==> src/rtl/rmg_pkg.sv <==
package rmg_pkg;

    typedef enum logic {
        OUT_EMPTY = 1'b0,
        OUT_FULL  = 1'b1
    } out_state_e;

endpackage

==> src/rtl/rmg_rotator.sv <==
module rmg_rotator #(
    parameter int W    = 16,
    parameter int GRAN = 4
) (
    input  logic [W-1:0]         data_i,
    input  logic [$clog2(W)-1:0] amt_i,
    output logic [W-1:0]         rot_o
);
    localparam int SHW   = $clog2(W);
    localparam int GSH   = $clog2(GRAN);
    localparam int NGRP  = W / GRAN;

    function automatic logic [W-1:0] rotl(input logic [W-1:0] x, input int s);
        logic [W-1:0] y;
        for (int j = 0; j < W; j++) begin
            y[j] = x[(j - s + W) % W];
        end
        return y;
    endfunction

    // amount+1 splits into a coarse group (upper bits, wraps mod W) and
    // a fine index (lower bits) meaning an offset of index-1.
    logic [SHW-1:0] amt_p1;
    logic [SHW-GSH-1:0] grp_sel;
    logic [GSH-1:0] fine_sel;

    assign amt_p1   = amt_i + 1'b1;
    assign grp_sel  = amt_p1[SHW-1:GSH];
    assign fine_sel = amt_p1[GSH-1:0];

    logic [W-1:0] coarse_cand [NGRP];
    logic [W-1:0] fine_cand   [GRAN];
    logic [W-1:0] coarse_rot;

    for (genvar g = 0; g < NGRP; g++) begin : g_coarse
        assign coarse_cand[g] = rotl(data_i, g * GRAN);
    end

    assign coarse_rot = coarse_cand[grp_sel];

    for (genvar f = 0; f < GRAN; f++) begin : g_fine
        assign fine_cand[f] = rotl(coarse_rot, (f - 1 + W) % W);
    end

    assign rot_o = fine_cand[fine_sel];

endmodule

==> src/rtl/rmg_mask_gen.sv <==
module rmg_mask_gen #(
    parameter int W = 16
) (
    input  logic [$clog2(W)-1:0] code_i,
    input  logic                 left_i,
    output logic [W-1:0]         mask_o
);
    localparam int SHW = $clog2(W);

    logic [W-1:0] rj_tbl [W];

    for (genvar i = 0; i < W; i++) begin : g_row
        for (genvar j = 0; j < W; j++) begin : g_bit
            assign rj_tbl[i][j] = (j <= i) ? 1'b1 : 1'b0;
        end
    end

    logic [SHW-1:0] idx;
    logic [W-1:0]   rj_mask;

    // Left mode: count n indexes entry (-n mod W), which holds W+1-n ones;
    // complement, shift right, fill top with one -> n ones at the top.
    assign idx     = left_i ? (SHW'(0) - code_i) : code_i;
    assign rj_mask = rj_tbl[idx];

    always_comb begin
        if (left_i) begin
            mask_o = {1'b1, ~rj_mask[W-1:1]};
        end else begin
            mask_o = rj_mask;
        end
    end

endmodule

==> src/rtl/rmg_unit.sv <==
module rmg_unit #(
    parameter int W    = 16,
    parameter int GRAN = 4
) (
    input  logic                 clk,
    input  logic                 rst_n,
    input  logic                 in_valid,
    input  logic [W-1:0]         data_in,
    input  logic [$clog2(W)-1:0] rot_amt,
    input  logic [$clog2(W)-1:0] mask_code,
    input  logic                 mask_left,
    output logic                 out_valid,
    output logic [W-1:0]         rot_out,
    output logic [W-1:0]         mask_out
);
    import rmg_pkg::*;

    out_state_e   state_q, state_d;
    logic [W-1:0] rot_c, mask_c;

    rmg_rotator #(.W(W), .GRAN(GRAN)) u_rot (
        .data_i (data_in),
        .amt_i  (rot_amt),
        .rot_o  (rot_c)
    );

    rmg_mask_gen #(.W(W)) u_mask (
        .code_i (mask_code),
        .left_i (mask_left),
        .mask_o (mask_c)
    );

    always_comb begin
        state_d = state_q;
        unique case (state_q)
            OUT_EMPTY: state_d = in_valid ? OUT_FULL : OUT_EMPTY;
            OUT_FULL:  state_d = in_valid ? OUT_FULL : OUT_EMPTY;
            default:   state_d = OUT_EMPTY;
        endcase
    end

    always_ff @(posedge clk or negedge rst_n) begin
        if (!rst_n) begin
            state_q <= OUT_EMPTY;
        end else begin
            state_q <= state_d;
        end
    end

    always_ff @(posedge clk or negedge rst_n) begin
        if (!rst_n) begin
            rot_out  <= '0;
            mask_out <= '0;
        end else if (in_valid) begin
            rot_out  <= rot_c;
            mask_out <= mask_c;
        end
    end

    assign out_valid = (state_q == OUT_FULL);

endmodule

==> config.mk <==
export PLATFORM = sky130hd
export DESIGN_NAME = rmg_unit
export DESIGN_NICKNAME = d
export VERILOG_FILES = /design/src/rtl/rmg_pkg.sv /design/src/rtl/rmg_rotator.sv /design/src/rtl/rmg_mask_gen.sv /design/src/rtl/rmg_unit.sv
export SDC_FILE = /design/constraint.sdc
export NUM_CORES = 1
export LEC_CHECK = 0
export BUFFER_PORTS_ARGS = -buffer_cell sky130_fd_sc_hd__buf_2
export CAP_MARGIN = 30
export CORE_ASPECT_RATIO = 1.75
export CORE_MARGIN = 1.5
export CORE_UTILIZATION = 35
export CTS_CLUSTER_DIAMETER = 80
export CTS_CLUSTER_SIZE = 28
export DETAILED_ROUTE_END_ITERATION = 16
export PLACE_DENSITY_LB_ADDON = 0.12
export SLEW_MARGIN = 20
export SYNTH_ARGS = -nofsm -noshare
export SYNTH_HDL_FRONTEND = slang
export SYNTH_SLANG_ARGS = --single-unit
export TNS_END_PERCENT = 5
==> constraint.sdc <==
create_clock -name clk -period 0.83 [get_ports clk]
set_input_delay 0.1245 -clock clk [delete_from_list [all_inputs] [get_ports clk]]
set_output_delay 0.1245 -clock clk [all_outputs]
set_load 0.05 [all_outputs]
Word level (Yosys, flattened, before mapping). Memory sizes are Yosys's and may differ from the RTL's. Index checks and enable logic that the tools add are counted.

Register bits after elaboration: 33. ROM bits: 256. Output and inout bits: 33. Memories kept: 1.

Memories: (no name shown) (words 16, width 16, rd ports 1, clocked after Yosys merged registers in 0, write ports 0, RTL line rmg_mask_gen.sv:24) `assign rj_mask = rj_tbl[idx];`.

Add/sub/neg operators: 2. Order comparisons: 3. Mux-type cells: 11. Bitwise operators: 4.

Operators by type and width (count): $mux W16 (7); $bmux W16 S2 (2); $not A15 Y15 (1); $ge A3 B3 Y1 const B (2); $not A2 Y3 (2); $ge A5 B5 Y1 const B (1); $not A4 Y5 (1); $add A4 B1 Y4 const B (1); $mux W4 (1); $sub A1 B4 Y4 const A (1); $mux W1 (1).

Longest topological paths before layout.
Depth in word-level cells: 8. Mapped depth: 9. Gate-level depth less buffers: 7.

By module. Synthesis repeated with hierarchy kept, for this count alone.

Cell total of the unflattened synthesis: 201. Area, all modules: 2767.7 um^2.

Modules (own cells, without submodules): rmg_unit (times used 1, cells an instance 69, area an instance 1370.1 um^2); rmg_rotator (times used 1, cells an instance 42, area an instance 868.3 um^2); rmg_mask_gen (times used 1, cells an instance 90, area an instance 529.3 um^2).

Least setup slack after synthesis. No wires, ideal clock.

Kind: input-to-reg. From: in rot_amt[0]. To: reg rot_out[4]. Library setup time: 125 ps. Arrival: 2043 ps. Path slack: -1338 ps. Cell stages on the path: 7. Cells stage by stage: ha_1 > xnor2_2 > buf_6 > mux2i_1 > mux2i_1 > mux4_1 > mux2_2.

Longest elaborated chain between the ends: 8.

RTL lines: start, declared (RTL line rmg_unit.sv:9) `input logic [$clog2(W)-1:0] rot_amt,`; $add A4 B1 Y4 (*) (RTL line rmg_rotator.sv:27) `assign amt_p1 = amt_i + 1'b1;`; $not A2 Y3 (implied by the code) (RTL line rmg_rotator.sv:39) `assign coarse_rot = coarse_cand[grp_sel];`; $bmux W16 S2 (RTL line rmg_rotator.sv:39); $mux W16 (implied by the code) (2 in a row) (RTL line rmg_rotator.sv:39); $bmux W16 S2 (*) (RTL line rmg_rotator.sv:45) `assign rot_o = fine_cand[fine_sel];`; $mux W16 (implied by the code) (*) (2 in a row) (RTL line rmg_rotator.sv:45); end signal, assigned (RTL line rmg_unit.sv:55) `rot_out <= rot_c;`; end, declared (RTL line rmg_unit.sv:13) `output logic [W-1:0] rot_out,`.

Every way passes the cells marked *; elsewhere a longest branch is shown, timed or not. The select of a mux whose other input is x is not followed. A chain may end at the register's enable or synchronous reset.

Worst setup path after layout. Ends and elaborated chain as after synthesis.

==> impl_metrics.csv <==
group,metric,value,unit
drt,routed_wl,7560,microns
drt,via_per_inst,5.77,
hold_path,worstHoldStart,"in_valid",
synth,synth_area,2530,sq um
synth,yosys-top-cells-area,"dfrtp_1, mux4_2, mux2i_1",
critical_path,path_common_cell,"mux2i_2",
timing,worst_hold_slack,0.202,ns
drt,drc,0,
timing,fin_skew,0,ns
synth,synth_cell_types,48,
run,maxCapViolCount,0,
timing,slew_viol_final,0,
floorplan,start_util,0.366,
clock_network,numCtsBuffers,5,
timing,setup_viol,65,
timing,period_minus_slack,1.85,ns
synth,ys.flop_type,"dfrtp_1",
drt,post_drt_wl_per_cell,18.1,microns
clock_network,numClockSinks,33,
timing,setup_slack,-1.02,ns
floorplan,die_w,67.2,microns
global_routing,grt_antenna_before_repair,0,
floorplan,rows,40,
floorplan,core,6910,sq um
synth,yosysTopAreaCell,"dfrtp_1",
timing,rsz0062_at_grt,"true",
drt,first_pass_iters,4,
clock_network,clock_latency,0.28,ns
floorplan,die_area,7760,sq um
drt,vias,2411,
synth,synthCells,235,
run_status,violations,"setup timing",
drt,ant_nets,0,
timing,hold_viol_final,0,
clock_network,cts_tree,"done",
critical_path,crit_path_end_kind,"flip-flop",
cells_and_area,drive_gt1_frac,0.629,
timing,max_slew.worst_pin.slew,0.390,ns
cells_and_area,areaGrowthSynthToFinish,55.6,%
global_routing,grt_overflow,0,
synth,yosys_warnings,0,
synth,netlist.area_leader.share,0.327,
critical_path,worstSetupStartpointType,"input port",
critical_path,worst_r2r_path_depth,2,
power,power.density,2010,nW/um^2
hold_path,hold-path-endpoint,"out_valid$_DFF_PN0_",
critical_path,r2r_slack,0.02,ns
cells_and_area,final_cells,418,
timing,slew_headroom,0.733,
placement,dp_slack,-1.36,ns
placement,io_buffers,60,
power,cellLeakagePower,0.00164,uW
placement,place_congestion,0.959,
clock_network,htreeDepth,2,
power,ir_worst_vdd,0.000940,V
global_routing,grt_max_degree,34,
hold_path,min_path_type,"in2reg",
clock_network,cts_buffer_depth,2,
run_status,outcome,"finished with violations",
global_routing,grt_pass1_wl,12200,microns
hold_path,min_path_cells,2,
placement,post-place-cells,408,
critical_path,critPathRequiredTime,1.00,ns
synth,synth_edf_count,0,
critical_path,crit_family,"multiplexers",
global_routing,grt_pass1_vias,2466,
synth,seq_area_frac_synth,0.327,
critical_path,crit-reg2reg-capture,"mask_out[2]$_DFFE_PN0P_",
drt,drtIter0Drc,173,
synth,avgSynthCellArea,10.7,sq um
critical_path,timing.rr.start,"mask_out[2]$_DFFE_PN0P_",
cells_and_area,fin_nets,363,
critical_path,cp_slowest_cell,"mux4_2",
critical_path,arrival,2.02,ns
floorplan,ios,61,
synth,async_flop_share,1.00,
synth,ys_ff_latch,33,
critical_path,path_buf_inv,2,
cells_and_area,n_antenna_cell,0,
critical_path,cp_max_fo,16,
global_routing,grtUsageTotal,0.211,
clock_network,root_buffer,"clkbuf_16",
clock_network,clk_pin_slew_worst_paths,0.06,ns
floorplan,chipHeight,115,microns
critical_path,slowest_delay,0.50,ns
timing,min_period_over_period,2.22,
critical_path,critPathKind,"in2reg",
placement,dp_hpwl,5710,microns
critical_path,crit_path_cell_trace,"buf_2 -> ha_4 -> xnor2_4 -> buf_12 -> mux2i_2 -> mux2i_2 -> mux4_2 -> mux2_2",
timing,fmax,542,MHz
synth,synth_nets,265,
[sequential cells by signal, indices dropped and copies added (netlist names)]
name       cells
mask_out      16
rot_out       16
out_valid      1
[cells in the final DEF, fill, tap and decap left out, types with 5 or more instances in the layout]
| cell | count |
|---|---|
| a31oi_1 | 7 |
| clkbuf_16 | 5 |
| buf_6 | 41 |
| nand3_1 | 5 |
| mux2i_1 | 8 |
| nand2_1 | 6 |
| buf_4 | 42 |
| a21oi_1 | 11 |
| o21ai_0 | 5 |
| buf_2 | 25 |
| dfrtp_1 | 33 |
| mux2i_2 | 24 |
| mux4_2 | 16 |
| mux2_2 | 18 |
| nor2_1 | 10 |
[where the power goes]
part,switching (uW),total [uW],internal (uW)
combinational,2170,3890,1720
sequential,244,2160,1920
clock,736,1840,1100
[what timing repair did]
item | in CTS | in global routing
pin swaps | 15 | 7
endpoints found under the setup margin | 65 | 65
gates resized for setup | 111 | 21
hold buffers | 1 | 0
endpoints found under the hold margin | 33 | 0
buffers inserted | 1 | 0
[how the worst max path moves through the flow]
stage,end,depth (start not counted),startpoint
2_1_floorplan,rot_out[5]$_DFFE_PN0P_,7,rot_amt[0]
3_3_place_gp,rot_out[6]$_DFFE_PN0P_,6,rot_amt[2]
3_5_place_dp,rot_out[6]$_DFFE_PN0P_,6,rot_amt[2]
4_1_cts,rot_out[6]$_DFFE_PN0P_,8,rot_amt[0]
5_1_grt,rot_out[6]$_DFFE_PN0P_,8,rot_amt[0]
6_report,rot_out[4]$_DFFE_PN0P_,8,rot_amt[0]
[per-layer routing]
metal / vias to the layer above / part of all wire / GRT usage
met5: - / 0 / 0
met4: 0 / 0.052 / 0.128
met3: 28 / 0.039 / 0.0323
met2: 84 / 0.57 / 0.391
met1: 1202 / 0.34 / 0.212
li1: 1097 / - / -
[logic make-up after synthesis]
family / after synthesis / share of synthesized area
AND/OR/NAND/NOR: 43 / 0.0872
multiplexers: 67 / 0.356
adder cells (fa/ha/maj): 2 / 0.00990
flip-flops: 33 / 0.327
AO/OA/AOI/OAI: 58 / 0.150
buffers and inverters: 30 / 0.0535
XOR/XNOR: 2 / 0.0173
[Yosys cell counts, types with 2 or more instances]
cell type	count
inv_1	6
nand3_1	5
nor3_1	5
buf_6	3
a31oi_1	8
o41ai_1	2
a211oi_1	2
o21ai_1	5
clkbuf_1	16
or2_1	2
nor2_1	12
buf_1	3
nand3b_1	2
nor4_1	3
a32oi_1	2
dfrtp_1	33
ha_1	2
a21oi_1	15
nand2_1	6
nand2b_1	3
mux4_2	15
o21a_1	3
o211ai_1	2
o31ai_1	3
mux2i_1	32
mux2_2	19
o21ai_0	5
[layout make-up]
class	instances	area (sq um)
clock inverters	3	17.5
well taps	84	105
inverters	8	35.0
repair buffers	113	992
fillers	616	2980
flip-flops and latches	33	826
multi-input cells	172	1830
clock buffers	5	125
[metrics by stage]
stage                      util  total power [uW]  instance area [sq um]  TNS (ns)
after CTS                 0.556              7860                   3840    -24.51
after floorplan               -              4400                   2550    -30.94
final                     0.569              7890                   3930    -24.37
after global placement    0.473              5340                   3270    -33.02
after detailed placement  0.473              5370                   3270    -33.20
after global routing      0.569              8200                   3930    -27.24
No activity file was read; power rests on OpenSTA's default activity.
